$ cat config.mk
export PLATFORM = sky130hd
export DESIGN_NAME = upreq_master_gate
export DESIGN_NICKNAME = d
export VERILOG_FILES = /design/src/rtl/upreq_pkg.sv /design/src/rtl/upreq_cmd_reg.sv /design/src/rtl/upreq_redirect.sv /design/src/rtl/upreq_stage.sv /design/src/rtl/upreq_ur_ret.sv /design/src/rtl/upreq_master_gate.sv
export SDC_FILE = /design/constraint.sdc
export NUM_CORES = 1
export LEC_CHECK = 0
export BUFFER_PORTS_ARGS = -buffer_cell sky130_fd_sc_hd__buf_2
export CAP_MARGIN = 30
export CORE_MARGIN = 2
export CORE_UTILIZATION = 45
export CTS_CLUSTER_DIAMETER = 50
export DETAILED_ROUTE_END_ITERATION = 8
export GPL_ROUTABILITY_DRIVEN = 0
export PLACE_DENSITY_LB_ADDON = 0.12
export SETUP_SLACK_MARGIN = 0.1
export SKIP_LAST_GASP = 1
export SLEW_MARGIN = 20
export SYNTH_ARGS = -nofsm -noshare
export SYNTH_HDL_FRONTEND = slang
export SYNTH_HIERARCHICAL = 1
export SYNTH_SLANG_ARGS = --single-unit
$ cat constraint.sdc
create_clock -name clk -period 1.79 [get_ports clk]
set_input_delay 0.179 -clock clk [delete_from_list [all_inputs] [get_ports clk]]
set_output_delay 0.179 -clock clk [all_outputs]
set_load 0.05 [all_outputs]
$ cat src/rtl/upreq_pkg.sv
package upreq_pkg;
  localparam logic [2:0] K_MRD  = 3'd0;
  localparam logic [2:0] K_MWR  = 3'd1;
  localparam logic [2:0] K_IORD = 3'd2;
  localparam logic [2:0] K_IOWR = 3'd3;
  localparam logic [2:0] K_MSG  = 3'd4;
  localparam logic [2:0] K_CPL  = 3'd5;

  localparam logic [2:0] ST_UR  = 3'd1;

  // read-type requests get a refusal completion when gated
  function automatic logic f_is_read(input logic [2:0] k);
    return (k == K_MRD) || (k == K_IORD);
  endfunction

  // write-type requests (messages carry interrupts as writes)
  function automatic logic f_is_write(input logic [2:0] k);
    return (k == K_MWR) || (k == K_IOWR) || (k == K_MSG);
  endfunction

  // request that bus-master enable governs
  function automatic logic f_is_gated(input logic [2:0] k);
    return f_is_read(k) || f_is_write(k);
  endfunction
endpackage

$ cat src/rtl/upreq_cmd_reg.sv
module upreq_cmd_reg (
  input  logic       clk,
  input  logic       rst_n,
  input  logic       wr_en,
  input  logic [3:0] wr_data,
  output logic [3:0] rd_data,
  output logic       bme
);
  localparam int BIT_IO  = 0;
  localparam int BIT_MEM = 1;
  localparam int BIT_BM  = 2;
  localparam int NBITS   = 3;

  logic [NBITS-1:0] en_q;

  always_ff @(posedge clk) begin
    if (!rst_n)     en_q <= '0;
    else if (wr_en) en_q <= wr_data[NBITS-1:0];
  end

  // bit 3 is read-only zero
  assign rd_data = {1'b0, en_q[BIT_BM], en_q[BIT_MEM], en_q[BIT_IO]};
  assign bme     = en_q[BIT_BM];


  wr_lands_chk: assert property (@(posedge clk) disable iff (!rst_n)
    wr_en |=> rd_data[2:0] == $past(wr_data[2:0]));
endmodule

$ cat src/rtl/upreq_redirect.sv
module upreq_redirect
  import upreq_pkg::*;
#(
  parameter int ADDR_W = 32,
  parameter int BE_W   = 4,
  parameter logic [ADDR_W-1:0] SINK_ADDR = 32'h000C_0000
) (
  input  logic              bme,
  input  logic [2:0]        kind_i,
  input  logic [ADDR_W-1:0] addr_i,
  input  logic [BE_W-1:0]   be_i,
  output logic [2:0]        kind_o,
  output logic [ADDR_W-1:0] addr_o,
  output logic [BE_W-1:0]   be_o,
  output logic              refuse_o
);
  logic gated, kill_wr;

  assign gated    = !bme && f_is_gated(kind_i);
  assign kill_wr  = gated && f_is_write(kind_i);
  assign refuse_o = gated && f_is_read(kind_i);

  always_comb begin
    kind_o = kind_i;
    addr_o = addr_i;
    if (gated) begin
      kind_o = refuse_o ? K_MRD : K_MWR;
      addr_o = SINK_ADDR;
    end
  end

  // each byte lane is cleared on a gated write
  for (genvar g = 0; g < BE_W; g++) begin : g_lane
    assign be_o[g] = be_i[g] & ~kill_wr;
  end
endmodule

$ cat src/rtl/upreq_stage.sv
module upreq_stage #(
  parameter int PW = 47
) (
  input  logic          clk,
  input  logic          rst_n,
  input  logic          ld_valid,
  input  logic [PW-1:0] ld_data,
  input  logic          ld_refuse,
  input  logic          ret_busy,
  output logic          can_load,
  output logic          out_valid,
  input  logic          out_ready,
  output logic [PW-1:0] out_data,
  output logic          out_refuse,
  output logic          fire
);
  logic          v_q;
  logic          ref_q;
  logic [PW-1:0] d_q;

  // a refused read waits while an earlier refusal is still pending
  assign out_valid  = v_q && !(ref_q && ret_busy);
  assign fire       = out_valid && out_ready;
  assign can_load   = !v_q || fire;
  assign out_data   = d_q;
  assign out_refuse = ref_q;

  always_ff @(posedge clk) begin
    if (!rst_n) begin
      v_q   <= 1'b0;
      ref_q <= 1'b0;
      d_q   <= '0;
    end else if (can_load) begin
      v_q <= ld_valid;
      if (ld_valid) begin
        d_q   <= ld_data;
        ref_q <= ld_refuse;
      end
    end
  end


  out_hold_chk: assert property (@(posedge clk) disable iff (!rst_n)
    out_valid && !out_ready |=> v_q && $stable(out_data));
endmodule

$ cat src/rtl/upreq_ur_ret.sv
module upreq_ur_ret #(
  parameter int TAG_W = 8
) (
  input  logic             clk,
  input  logic             rst_n,
  input  logic             set_en,
  input  logic [TAG_W-1:0] set_tag,
  output logic             ret_valid,
  input  logic             ret_ready,
  output logic [TAG_W-1:0] ret_tag
);
  logic             p_q;
  logic [TAG_W-1:0] t_q;

  always_ff @(posedge clk) begin
    if (!rst_n) begin
      p_q <= 1'b0;
      t_q <= '0;
    end else if (set_en) begin
      p_q <= 1'b1;
      t_q <= set_tag;
    end else if (ret_ready) begin
      p_q <= 1'b0;
    end
  end

  assign ret_valid = p_q;
  assign ret_tag   = t_q;


  no_overwrite_chk: assert property (@(posedge clk) disable iff (!rst_n)
    set_en |-> !p_q);
endmodule

$ cat src/rtl/upreq_master_gate.sv
module upreq_master_gate
  import upreq_pkg::*;
#(
  parameter int ADDR_W = 32,
  parameter int BE_W   = 4,
  parameter int TAG_W  = 8,
  parameter logic [ADDR_W-1:0] SINK_ADDR = 32'h000C_0000
) (
  input  logic              clk,
  input  logic              rst_n,
  input  logic              cfg_wr_en,
  input  logic [3:0]        cfg_wr_data,
  output logic [3:0]        cfg_rd_data,
  input  logic              in_valid,
  output logic              in_ready,
  input  logic [2:0]        in_kind,
  input  logic [ADDR_W-1:0] in_addr,
  input  logic [BE_W-1:0]   in_be,
  input  logic [TAG_W-1:0]  in_tag,
  output logic              out_valid,
  input  logic              out_ready,
  output logic [2:0]        out_kind,
  output logic [ADDR_W-1:0] out_addr,
  output logic [BE_W-1:0]   out_be,
  output logic [TAG_W-1:0]  out_tag,
  output logic              ret_valid,
  input  logic              ret_ready,
  output logic [TAG_W-1:0]  ret_tag,
  output logic [2:0]        ret_status
);
  localparam int PW = 3 + ADDR_W + BE_W + TAG_W;

  logic              bme;
  logic [2:0]        rk;
  logic [ADDR_W-1:0] ra;
  logic [BE_W-1:0]   rb;
  logic              refuse;
  logic [PW-1:0]     sd;
  logic              sref, sfire;
  logic              in_fire, refuse_fire;

  upreq_cmd_reg u_cmd (
    .clk(clk), .rst_n(rst_n), .wr_en(cfg_wr_en), .wr_data(cfg_wr_data),
    .rd_data(cfg_rd_data), .bme(bme)
  );

  upreq_redirect #(.ADDR_W(ADDR_W), .BE_W(BE_W), .SINK_ADDR(SINK_ADDR)) u_redir (
    .bme(bme), .kind_i(in_kind), .addr_i(in_addr), .be_i(in_be),
    .kind_o(rk), .addr_o(ra), .be_o(rb), .refuse_o(refuse)
  );

  upreq_stage #(.PW(PW)) u_stage (
    .clk(clk), .rst_n(rst_n), .ld_valid(in_valid), .ld_data({rk, ra, rb, in_tag}),
    .ld_refuse(refuse), .ret_busy(ret_valid), .can_load(in_ready),
    .out_valid(out_valid), .out_ready(out_ready), .out_data(sd),
    .out_refuse(sref), .fire(sfire)
  );

  assign {out_kind, out_addr, out_be, out_tag} = sd;
  assign in_fire     = in_valid && in_ready;
  assign refuse_fire = sfire && sref;

  upreq_ur_ret #(.TAG_W(TAG_W)) u_ret (
    .clk(clk), .rst_n(rst_n), .set_en(refuse_fire), .set_tag(out_tag),
    .ret_valid(ret_valid), .ret_ready(ret_ready), .ret_tag(ret_tag)
  );

  assign ret_status = ST_UR;


  redir_write_chk: assert property (@(posedge clk) disable iff (!rst_n)
    in_fire && !bme && f_is_write(in_kind) |=>
      out_valid && out_kind == K_MWR && out_addr == SINK_ADDR && out_be == '0);


  cpl_pass_chk: assert property (@(posedge clk) disable iff (!rst_n)
    in_fire && in_kind == K_CPL |=>
      out_valid && out_kind == K_CPL && out_addr == $past(in_addr) && out_tag == $past(in_tag));


  ret_after_fire_chk: assert property (@(posedge clk) disable iff (!rst_n)
    $rose(ret_valid) |-> $past(out_valid && out_ready && out_kind == K_MRD));


  ret_tag_chk: assert property (@(posedge clk) disable iff (!rst_n)
    refuse_fire |=> ret_valid && ret_tag == $past(out_tag));
endmodule

Word level (Yosys, flattened, before mapping):

Index checks and enable logic that the tools add are counted.

* flip-flop bits (word level): 61
* bits in latches: 0
* bits in writable memories: 0
* bits in read-only memories: 0
* input port bits: 57
* output and inout port bits: 65
* memories kept: 0

* add/sub/neg operators: 0
* multipliers: 0
* divide/modulo/power cells: 0
* order comparisons: 0
* equal/unequal tests: 4
* shift operators: 0
* multiplexer cells: 5
* bitwise operators: 5
* reductions and logical operators: 18

Operator list (number)
* $mux 32: 1
* $logic_and 1x1->1: 7
* $eq 3x2->1 const B: 2
* $logic_or 1x1->1: 5
* $and 1x1->1: 4
* $eq 3x1->1 const B: 1
* $eq 3x3->1 const B: 1
* $logic_not 1->1: 3
* $logic_not 3->1: 1
* $mux 1: 3
* $mux 3: 1
* $reduce_and 2->1: 1
* $reduce_bool 2->1: 1
* $not 1->1: 1

Logic depth before layout (Yosys ltp):

Gate-level depths: netlist (run 1).

* depth after elaboration: 8
* depth in mapped cells: 6
* gate-level depth less buffers: 5

Cells and area by module:

Netlist (run 1), hierarchy kept.

Modules (own cells, without submodules)
* upreq_stage: instances 1, cells an instance 217, area an instance 1975.6 µm², seq. area each 980.9 µm²
* upreq_redirect: instances 1, cells an instance 51, area an instance 401.6 µm², seq. area each 0.0 µm²
* upreq_ur_ret: instances 1, cells an instance 28, area an instance 335.3 µm², seq. area each 180.2 µm²
* upreq_cmd_reg: instances 1, cells an instance 12, area an instance 127.6 µm², seq. area each 60.1 µm²
* upreq_master_gate: instances 1, cells an instance 6, area an instance 36.3 µm², seq. area each 0.0 µm²

Least setup slack after synthesis (run 1):

OpenSTA, ideal clock, no wires.

* path kind: reg-to-reg
* start point: register u_ret.p_q, in the netlist u_ret/ret_valid
* end point: register u_stage.d_q[19], in the netlist u_stage/out_data[19]
* arrival time: 1.446 ns
* data required time: 1.718 ns
* setup slack: 0.272 ns
* cell stages (with the launch flop): 6
* buffers on the path: 2
* clock period less this slack: 1.518 ns
* cell sequence: dfxtp_1 a21bo_2 a21boi_2 buf_6 buf_8 mux2i_1

* cells in the longest elaborated chain, start to end: 6

Ends and longest elaborated chain
* start: declaration: RTL line upreq_ur_ret.sv:12 `logic p_q;`
* start signal: assignment: RTL line upreq_ur_ret.sv:17 `p_q <= 1'b0;`
* start signal: assignment: RTL line upreq_ur_ret.sv:20 `p_q <= 1'b1;`
* start signal: assignment: RTL line upreq_ur_ret.sv:23 `p_q <= 1'b0;`
* $logic_and 1x1->1: RTL line upreq_stage.sv:22 `assign out_valid = v_q && !(ref_q && ret_busy);`
* $logic_not 1->1: RTL line upreq_stage.sv:22
* $logic_and 1x1->1: RTL line upreq_stage.sv:22
* $logic_and 1x1->1: RTL line upreq_stage.sv:23 `assign fire = out_valid && out_ready;`
* $logic_or 1x1->1: RTL line upreq_stage.sv:24 `assign can_load = !v_q || fire;`
* $reduce_and 2->1 (no line)
* end signal: assignment: RTL line upreq_stage.sv:36 `d_q <= ld_data;`
* end: declaration: RTL line upreq_stage.sv:19 `logic [PW-1:0] d_q;`

Every way passes these cells.
A chain may end at the register's enable or synchronous reset.

Worst setup path after layout (run 1):

* start point: register u_ret.p_q, in the netlist u_ret/ret_valid
* end point: register u_stage.d_q[31], in the netlist u_stage/out_data[31]

The elaborated chain is that of the path after synthesis.

==> results of run 1 <==
-- per-layer routing --
layer	GRT usage	routed length, µm
met4	0.0880	128
met2	0.300	2770
met3	0.0524	415
met5	0	0
met1	0.207	2870
-- stage by stage --
step	hold WS, ns	cells	total power [mW]
floorplan	0.297	315	2.00
global placement	0.428	483	2.14
detailed placement	0.438	483	2.15
CTS	0.0679	499	3.48
global route	0.0809	499	3.58
finish	0.0871	499	3.44
-- power by group through the flow --
stage          sequential, mW  clock, mW  combinational (mW)
2_1_floorplan            1.69          0               0.307
3_3_place_gp             1.49          0               0.654
3_5_place_dp             1.49          0               0.661
4_1_cts                  1.46       1.36               0.662
5_1_grt                  1.47       1.41               0.703
6_report                 1.46       1.32               0.658
-- synthesized netlist by cell type, types with 2 or more instances --
master	instances	area, µm²
nor3b_1	4	30.0
mux2i_1	59	591
buf_2	7	35.0
and2_1	2	12.5
buf_8	2	30.0
conb_1	3	11.3
buf_6	5	56.3
buf_4	7	52.6
o21a_1	32	240
nand2_1	98	368
o21bai_1	2	15.0
clkbuf_1	7	26.3
nor2b_1	13	81.3
dfxtp_1	61	1220
-- path summary, 6_finish.rpt --
kind | startpoint | to | slack, ns | depth (start not counted)
hold reg to reg | u_stage/out_data[43]$_SDFFE_PN0P_ | u_stage/out_data[43]$_SDFFE_PN0P_ | 0.45 | 2
hold / removal | in_tag[2] | u_stage/out_data[2]$_SDFFE_PN0P_ | 0.09 | 3
setup / recovery | u_ret/ret_valid$_SDFFE_PN0P_ | u_stage/out_data[31]$_SDFFE_PN0P_ | 0.36 | 4
setup reg to reg | u_ret/ret_valid$_SDFFE_PN0P_ | u_stage/out_data[31]$_SDFFE_PN0P_ | 0.36 | 4
-- state kept, by name (all words and copies together), names as in the netlist --
signal / flops
u_stage/v_q: 1
u_cmd/en_q: 3
u_stage/out_refuse: 1
u_ret/ret_tag: 8
u_ret/ret_valid: 1
u_stage/out_data: 47
-- critical path, delay by kind of cell (launching register included) --
family | cells | cell delay [ns]
buf+inv | 1 | 0.32
mux | 1 | 0.24
compound gates | 2 | 0.43
flops | 1 | 0.33
-- final cells by class --
cell class,instances,area [µm²]
well taps,77,96.3
clock buffers,9,124
repair buffers,120,638
flip-flops and latches,61,1220
multi-input cells,225,1460
fillers,595,2650
clock inverters,7,90.1
-- kinds of logic (layout without fill, tap and decap cells) --
group | Yosys count | in the layout
AO/OA/AOI/OAI | 40 | 40
flip-flops | 61 | 61
buffers and inverters | 29 | 136
other | 3 | 4
AND/OR/NAND/NOR | 122 | 122
multiplexers | 59 | 59
==> impl_metrics.json, run 1 <==
{
  "cts_resized": 0,
  "synth_compound_area_frac": 0.110,
  "clockPowerShare": 0.384,
  "start_util": 0.458,
  "layout.nets": 474,
  "grt_usage": 0.178,
  "slowest_stage": "dfxtp_1",
  "detail-route-antenna-nets": 0,
  "ctsHoldBuffers": 0,
  "clkTransAtPathRegs_ns": 0.07,
  "sequentialPowerShare": 0.424,
  "avgSynthCellArea_um2": 9.16,
  "final_layout_size_suffix_gt1_frac": 0.339,
  "setup_violations": 0,
  "max_stage_delay_ns": 0.33,
  "synth_ff_type": "dfxtp_1",
  "leakage_nw": 1.74,
  "crit_type": "reg2reg",
  "cp_max_fo": 48,
  "p_sw_frac": 0.298,
  "grt_pass1_vias": 2275,
  "combPwrFrac": 0.191,
  "place_hpwl_mm": 3.96,
  "muxShareOfSynthArea": 0.205,
  "arrival_ns": 1.69,
  "final_hold_viol_count": 0,
  "clockBufferDepth": 2,
  "drc": 0,
  "fin_ws_ns": 0.365,
  "grt_antenna_before_repair": 0,
  "rows": 29,
  "placed_area_um2": 3420,
  "io_buffers": 116,
  "tns_ns": 0,
  "ir_worst_vdd_v": 0.000562,
  "synth_edf_count": 0,
  "h-tree-depth": 3,
  "die_w_um": 84.0,
  "hold_class": "in2reg",
  "drv_cap": 0,
  "layout_common_cells": "buf_2 (115), nand2_1 (98), dfxtp_1 (61), mux2i_1 (59), o21a_1 (32)",
  "netlist_area_um2": 2880,
  "dieArea_um2": 7050,
  "p_int_mw": 2.41,
  "rsz0062_at_grt": "no",
  "ys_async_sr_fraction": 0,
  "viasPerCell": 4.77,
  "avgRoutedWirePerCell_um": 12.4,
  "grt_pass1_wl_mm": 10.2,
  "p_per_area_nw_per_um2": 946,
  "worstPathRequired_ns": 2.05,
  "syn2layout_area_growth_pct": 26.3,
  "synth_xor_area_frac": 0,
  "seq_area_frac_synth": 0.425,
  "switchingPower_mw": 1.03,
  "drt_pass1_iterations": 4,
  "finClkSkew_ns": 0.00896,
  "startpoint_type": "flop",
  "clock_latency_ns": 0.34,
  "ys_types": 26,
  "ios": 122,
  "synthCells": 314,
  "vias": 2378,
  "numCtsBuffers": 9,
  "clock-sinks": 61,
  "post-cts-setup-buffers": 0,
  "place_ws_ns": 0.363,
  "status": "finished clean",
  "max_freq_ghz": 0.702,
  "min_period_over_period": 0.796,
  "cts_tree": "done",
  "die_height_um": 84.0,
  "grt-ovfl-total": 0,
  "antenna_cells": 0,
  "wl_mm": 6.19,
  "fin_crit_ns": 1.43,
  "clock_tree.root_cell": "clkbuf_8",
  "yosys_register_bits": 61,
  "fin_area_um2": 3630,
  "grt_max_degree": 110,
  "layout_commonest_cell": "buf_2",
  "ys_warn_count": 6,
  "synthSimpleGateAreaFrac": 0.186,
  "drv_slew": 0,
  "cp-end-kind": "flop",
  "synth_top_family_by_area": "multiplexers",
  "first_iter_violations": 61,
  "post-route-util": 0.579,
  "core_um2": 6280,
  "synth_fa_ha_area_frac": 0,
  "cp_cell_sequence": "a21bo_2 -> a21boi_4 -> buf_12 -> mux2i_1"
}
(Power assumes the default switching activity.)
==> inputs of run 2 (changes only) <==
Settings changed: CORE_UTILIZATION 45 to 43.
Clock period 1.79 ns to 1.15 ns, I/O delays scaled along.
==> impl_metrics.json, run 2 (synthesis gave the netlist of run 1 again) <==
{
  "switchingPower_mw": 1.63,
  "numCtsBuffers": 9,
  "grt_use_met1": 0.241,
  "syn2layout_area_growth_pct": 42.4,
  "ir_worst_vdd_v": 0.000547,
  "r2r-end": "u_stage/out_data[7]$_SDFFE_PN0P_",
  "drt_pass1_iterations": 9,
  "hold_depth": 3,
  "avgRoutedWirePerCell_um": 13.8,
  "layout.nets": 491,
  "clock_latency_ns": 0.33,
  "clockBufferDepth": 2,
  "p_sw_frac": 0.311,
  "startpoint_type": "flop",
  "tns_ns": -8.50,
  "use_met3": 0.0491,
  "antenna_cells": 0,
  "clock_tree.root_cell": "clkbuf_8",
  "detail-route-antenna-nets": 0,
  "hold_path_end": "u_stage/out_data[5]$_SDFFE_PN0P_",
  "fin_crit_ns": 1.32,
  "setup_violations": 59,
  "p_per_area_nw_per_um2": 1280,
  "crit_type": "reg2out",
  "r2r_start": "u_ret/ret_valid$_SDFFE_PN0P_",
  "clkTransAtPathRegs_ns": 0.07,
  "final_hold_viol_count": 0,
  "first_iter_violations": 74,
  "die_w_um": 85.8,
  "hold_class": "in2reg",
  "total_power_mw": 5.24,
  "final_layout_size_suffix_gt1_frac": 0.392,
  "fin_ws_ns": -0.173,
  "wl_mm": 7.14,
  "viasPerCell": 4.85,
  "grt_pass1_wl_mm": 10.9,
  "max_freq_ghz": 0.756,
  "r2r_cells": 5,
  "arrival_ns": 1.21,
  "largest_reg_flops": 47,
  "dieArea_um2": 7360,
  "clock-sinks": 61,
  "core_um2": 6420,
  "vias": 2501,
  "fin_cells": 516,
  "cts_tree": "done",
  "place_hpwl_mm": 4.36,
  "grt_pass1_vias": 2353,
  "min_from": "in_tag[5]",
  "grt_usage": 0.188,
  "h-tree-depth": 3,
  "worstPathRequired_ns": 1.03,
  "reg2reg_setup_slack_ns": -0.17,
  "cp_max_fo": 4,
  "layout_common_cells": "nand2_1 (96), mux2i_1 (57), buf_2 (55), dfxtp_1 (55), buf_4 (53)",
  "drv_slew": 0,
  "start_util": 0.448,
  "rsz0062_at_grt": "yes",
  "cp-startpoint": "u_ret/ret_valid$_SDFFE_PN0P_",
  "min_period_over_period": 1.15,
  "die_height_um": 85.8,
  "io_buffers": 116,
  "violations": "design-rule violations, negative setup slack",
  "cp-end-kind": "primary output",
  "drc": 10,
  "drv_cap": 0,
  "place_inst": 490,
  "leakage_nw": 1.88,
  "grt_busiest_layer": "met2",
  "grt-ovfl-total": 0,
  "sequentialPowerShare": 0.435,
  "combPwrFrac": 0.237,
  "gr-usage-met2": 0.297,
  "grt_max_degree": 66,
  "ios": 122,
  "finClkSkew_ns": 0.00378,
  "p_int_mw": 3.61,
  "grt_antenna_before_repair": 0,
  "status": "finished, violations left",
  "layout_commonest_cell": "nand2_1",
  "rows": 29,
  "clockPowerShare": 0.328
}
## run 2: changes by cell type in the layout (fill, tap and decap cells not counted), sizes merged
cell,change
and2,+1
buf,+8
bufinv,-2
clkbuf,+11
clkinvlp,-1
## run 2: per-layer routing
metal	part of all wire	up-vias	wire length (µm)
met5	0	-	0
met4	0.014	0	97
met3	0.065	10	463
met2	0.45	84	3250
met1	0.47	1133	3340
li1	-	1274	-
## run 2: final cells by class
class | instances | area [µm²]
Fill cell | 564 | 2330
Multi-Input combinational cell | 226 | 1510
Sequential cell | 61 | 1230
Timing Repair Buffer | 136 | 1080
Clock buffer | 12 | 155
Tap cell | 77 | 96.3
Clock inverter | 4 | 22.5
## run 2: worst max path at each step
stage,end,cells after the start
finish,in_ready,4
detailed placement,u_ret/ret_tag[7]$_SDFFE_PN0P_,5
global route,u_stage/out_data[23]$_SDFFE_PN0P_,5
global placement,u_ret/ret_tag[1]$_SDFFE_PN0P_,5
floorplan,u_stage/out_data[19]$_SDFFE_PN0P_,5
CTS,in_ready,4
## run 2: worst max-delay path, stage by stage, from the launching register on
cell     delay, ns
dfxtp_4       0.35
a21bo_4       0.22
buf_6         0.12
nand2_4       0.05
buf_8         0.14
## run 2: timing repair
action / in CTS / in global routing
hold buffers: 0 / 0
endpoints found under the setup margin: 114 / 71
gates resized for setup: 74 / 18
setup buffers: 0 / 3
pin swaps: 3 / 4
cloned: 1 / 6
## run 2: per-stage QoR
step	setup WS [ns]	hold slack [ns]	instance area, µm²	utilization
6_report	-0.173	0.0153	4100	0.638
5_1_grt	-0.220	0.0216	4100	0.638
4_1_cts	-0.200	0.00651	3890	0.605
3_5_place_dp	-0.287	0.370	3510	0.546
3_3_place_gp	-0.225	0.366	3510	0.546
2_1_floorplan	-0.195	0.232	2900	-
## run 2: power groups by stage
stage	combinational [mW]	clock, mW	sequential (mW)
3_5_place_dp	1.07	0	2.32
4_1_cts	1.15	1.76	2.28
3_3_place_gp	1.06	0	2.31
2_1_floorplan	0.484	0	2.64
6_report	1.24	1.72	2.28
5_1_grt	1.32	1.86	2.29
